===== src/rtl/store_line_merger.sv =====
module store_line_merger #(
  parameter int DEPTH      = 4,
  parameter int LINE_AW    = 26,
  parameter int LINE_BYTES = 64,
  parameter int WORD_BYTES = 8
) (
  input  logic                          clk,
  input  logic                          rst_n,
  input  logic [DEPTH-1:0]              head_valid,
  input  logic [DEPTH-1:0]              head_retired,
  input  logic [DEPTH*LINE_AW-1:0]      head_line,
  input  logic [DEPTH*$clog2(LINE_BYTES/WORD_BYTES)-1:0] head_word,
  input  logic [DEPTH*WORD_BYTES*8-1:0] head_data,
  input  logic [DEPTH*WORD_BYTES-1:0]   head_be,
  input  logic                          wr_ready,
  output logic                          wr_valid,
  output logic [LINE_AW-1:0]            wr_line,
  output logic [LINE_BYTES*8-1:0]       wr_data,
  output logic [LINE_BYTES-1:0]         wr_mask,
  output logic [$clog2(DEPTH+1)-1:0]    head_pop
);
  localparam int LW  = LINE_BYTES * 8;
  localparam int WW  = WORD_BYTES * 8;
  localparam int WIW = $clog2(LINE_BYTES / WORD_BYTES);
  localparam int CW  = $clog2(DEPTH + 1);

  logic [DEPTH-1:0]      take;
  logic [LW-1:0]         ent_d [DEPTH];
  logic [LINE_BYTES-1:0] ent_m [DEPTH];
  logic [LW-1:0]         ent_bm[DEPTH];
  logic [CW-1:0]         cnt;

  for (genvar i = 0; i < DEPTH; i++) begin : g_ent
    assign ent_d[i] = LW'(head_data[i*WW +: WW]) << (head_word[i*WIW +: WIW] * WW);
    assign ent_m[i] = LINE_BYTES'(head_be[i*WORD_BYTES +: WORD_BYTES])
                      << (head_word[i*WIW +: WIW] * WORD_BYTES);
    for (genvar b = 0; b < LINE_BYTES; b++) begin : g_byte
      assign ent_bm[i][b*8 +: 8] = {8{ent_m[i][b]}};
    end
  end

  always_comb begin
    take[0] = head_valid[0] & head_retired[0];
    for (int i = 1; i < DEPTH; i++)
      take[i] = take[i-1] & head_valid[i] & head_retired[i] &
                (head_line[i*LINE_AW +: LINE_AW] == head_line[0 +: LINE_AW]);
  end

  always_comb begin
    wr_data = '0;
    wr_mask = '0;
    cnt     = '0;
    for (int i = 0; i < DEPTH; i++) begin
      if (take[i]) begin
        wr_data = (wr_data & ~ent_bm[i]) | (ent_d[i] & ent_bm[i]);
        wr_mask = wr_mask | ent_m[i];
        cnt     = cnt + CW'(1);
      end
    end
  end

  assign wr_valid = take[0];
  assign wr_line  = head_line[0 +: LINE_AW];
  assign head_pop = (wr_valid && wr_ready) ? cnt : '0;

  assert_pop_bound_R6: assert property (@(posedge clk) disable iff (!rst_n)
    head_pop <= CW'(DEPTH));
  assert_pop_accept_R7: assert property (@(posedge clk) disable iff (!rst_n)
    (head_pop != '0) |-> (wr_valid && wr_ready));
  assert_line_head_R9: assert property (@(posedge clk) disable iff (!rst_n)
    wr_valid |-> (wr_line == head_line[0 +: LINE_AW]));

  for (genvar i = 0; i < DEPTH; i++) begin : g_chk
    assert_popped_retired_R2: assert property (@(posedge clk) disable iff (!rst_n)
      (head_pop > CW'(i)) |-> (head_valid[i] && head_retired[i]));
    assert_popped_same_line_R3: assert property (@(posedge clk) disable iff (!rst_n)
      (head_pop > CW'(i)) |-> (head_line[i*LINE_AW +: LINE_AW] == wr_line));
  end

  for (genvar b = 0; b < LINE_BYTES; b++) begin : g_zchk
    assert_unmasked_zero_R8: assert property (@(posedge clk) disable iff (!rst_n)
      !wr_mask[b] |-> (wr_data[b*8 +: 8] == 8'h00));
  end
endmodule


===== config.mk =====
export PLATFORM = sky130hd
export DESIGN_NAME = store_line_merger
export DESIGN_NICKNAME = d
export VERILOG_FILES = /design/src/rtl/store_line_merger.sv
export SDC_FILE = /design/constraint.sdc
export NUM_CORES = 2
export LEC_CHECK = 0
export BUFFER_PORTS_ARGS = -buffer_cell sky130_fd_sc_hd__buf_2
export CORE_AREA = 3 3 391 393
export DETAILED_ROUTE_END_ITERATION = 10
export DIE_AREA = 0 0 394 396
export PLACE_DENSITY = 0.39
export SYNTH_ARGS = -nofsm -noshare
export SYNTH_HDL_FRONTEND = slang
export SYNTH_SLANG_ARGS = --single-unit

===== constraint.sdc =====
create_clock -name vclk -period 10
set_input_delay 2 -clock vclk [all_inputs]
set_output_delay 2 -clock vclk [all_outputs]
set_load 0.005 [all_outputs]

==> out/qor.yml <==
status: "complete, no violations"
finalCritPeriodShare_pct: 83.95
crit_buf_inv: 4
hold_path.class: "input pin to output pin"
met3_length_um: 23300
crit_chain: "buf_2 -> xnor2_1 -> nand4_1 -> nor4_4 -> buf_4 -> and4_1 -> nand3_4 -> buf_12 -> o22ai_1 -> mux2i_1 -> buf_2"
nFlopsAndLatches: 0
rsz0062_at_grt: "false"
start_util_pct: 16.90
dp_cells: 6459
cp.required_ps: 8000
highest_layer: "met5"
finalMaxSlewViolations: 0
grt_usage_pct: 27.66
gp_congestion: 0.9936
vias_per_cell: 5.670
tightest_slew_ps: 1425
final_hold_viol_count: 0
netlist_top_cells_area: "mux2i_1 40%, o22ai_1 9.1%, nand3_1 9.0%, nand2_1 6.1%, clkbuf_1 3.9%"
core-area_um2: 149800
dr.pass1.iters: 9
routed-wl-met2_um: 102800
critical_path_class: "input pin to output pin"
fin_nets: 4863
num_vias: 36780
synth.distinct_cells: 50
fin_setup_tns_ps: 0
hp-start: "head_line[3]"
ios: 1021
synth_area_leader_cell: "mux2i_1"
holdBufCountCts: 0
totalWireLength_um: 231700
grt_pass1_wl_um: 307700
crit_cells: 11
syn_to_final_growth_pct: 27.82
relSlewSlack_pct: 4.554
wl_per_cell_um: 35.72
drtIter0Drc: 4435
whs_path_depth: 2
worstPathMaxFanout: 40
maxCapViolCount: 0
post-route-min-period_ps: 8395
fmax_mhz: 119.1
rows: 142
antenna_found_initial: 58
synth_area_um2: 25320
dieArea_um2: 156000
setup_violations: 0
start_kind: "input pin"
grt_max_degree: 81
regArea_um2: 0
crit_arrival_ps: 6390
cpPeakStageDelay_ps: 640
min_to: "wr_line[3]"
grt-ovfl-total: 0
die_h_um: 396
critPathTopFamily: "simple AND/OR/NAND/NOR gates"
fin_cells: 6487
clockBufferCount: 0
yosys.area.top_type_share_pct: 40.44
ctsResizeCount: 0
crit_top_cell: "buf_2"
ant_nets: 0
wl_met1_um: 95440
fillers: 17320
syn-mean-instance-area_um2: 6.754
ys_warn_count: 0
drive_gt1_share_pct: 27.71
slowest_stage: "and4_1"
crit_path_end_kind: "output pin"
post_cts_buffers: 0
synthesis.nets: 4167
netlist_instances: 3749
seq_area_frac_synth_pct: 0
place.port_buffers: 1019
grt_pass1_vias: 35170
netlist_top_cells_count: "1023 x mux2i_1, 457 x nand3_1, 413 x nand2_1, 369 x o22ai_1, 266 x clkbuf_1"
drc: 0
yosysMostFrequentCell: "mux2i_1"
hpwl_um: 181000
die_width_um: 394
layout by cell type, fill, tap and decap left out, types with 31 or more instances in the layout:
cell type	instances
mux2i_1	1023
buf_2	1014
nand3_1	455
nand2_1	413
o22ai_1	369
nand4_1	120
buf_4	114
o21ai_0	111
nor2_1	108
nand2b_1	99
and2_1	74
xnor2_1	57
inv_1	45
o221ai_1	40
a21o_1	36
nor3_1	32
nor4_4	31
metal layers:
metal,up-vias,track usage (%)
met5,-,0
met1,18230,35.55
li1,15560,-
met4,46,9.863
met3,435,7.701
met2,2511,44.03
cell families (layout without fill, tap and decap cells):
group | after synthesis | count (layout) | synth area share (%)
simple gates | 1521 | 1521 | 32.75
mux | 1023 | 1023 | 40.44
compound gates | 631 | 631 | 16.01
buf+inv | 491 | 1185 | 7.877
xor+xnor | 80 | 80 | 2.767
fa+ha+maj | 3 | 3 | 0.1483
other cells | 0 | 28 | 0
layout make-up:
cell class	instances	area [um^2]	share of cell area, %
Multi-Input combinational cell	3258	23540	72.74
Timing Repair Buffer	1134	6031	18.63
Tap cell	2016	2522	7.794
Inverter	51	197.7	0.6108
Antenna cell	28	70.07	0.2165
worst max-delay path by stage:
stage                        from            to  slack (ps)
finish              head_line[29]  wr_data[347]        1610
global route         head_line[3]  wr_data[303]        1430
CTS                  head_line[3]  wr_data[303]        1590
detailed placement   head_line[3]  wr_data[303]        1600
global placement    head_line[29]  wr_data[303]        1560
floorplan           head_line[14]   head_pop[1]        3450
metrics by stage:
| stage | instance area [um^2] | setup slack (ps) | hold slack, ps | utilization [%] |
|---|---|---|---|---|
| 4_1_cts | 32290 | 1594 | 4252 | 21.56 |
| 3_5_place_dp | 32290 | 1602 | 4251 | 21.56 |
| 3_3_place_gp | 32270 | 1564 | 4249 | 21.55 |
| 5_1_grt | 32320 | 1428 | 4268 | 21.58 |
| 6_report | 32360 | 1605 | 4254 | 21.61 |
| 2_1_floorplan | 25320 | 3453 | 4081 | - |
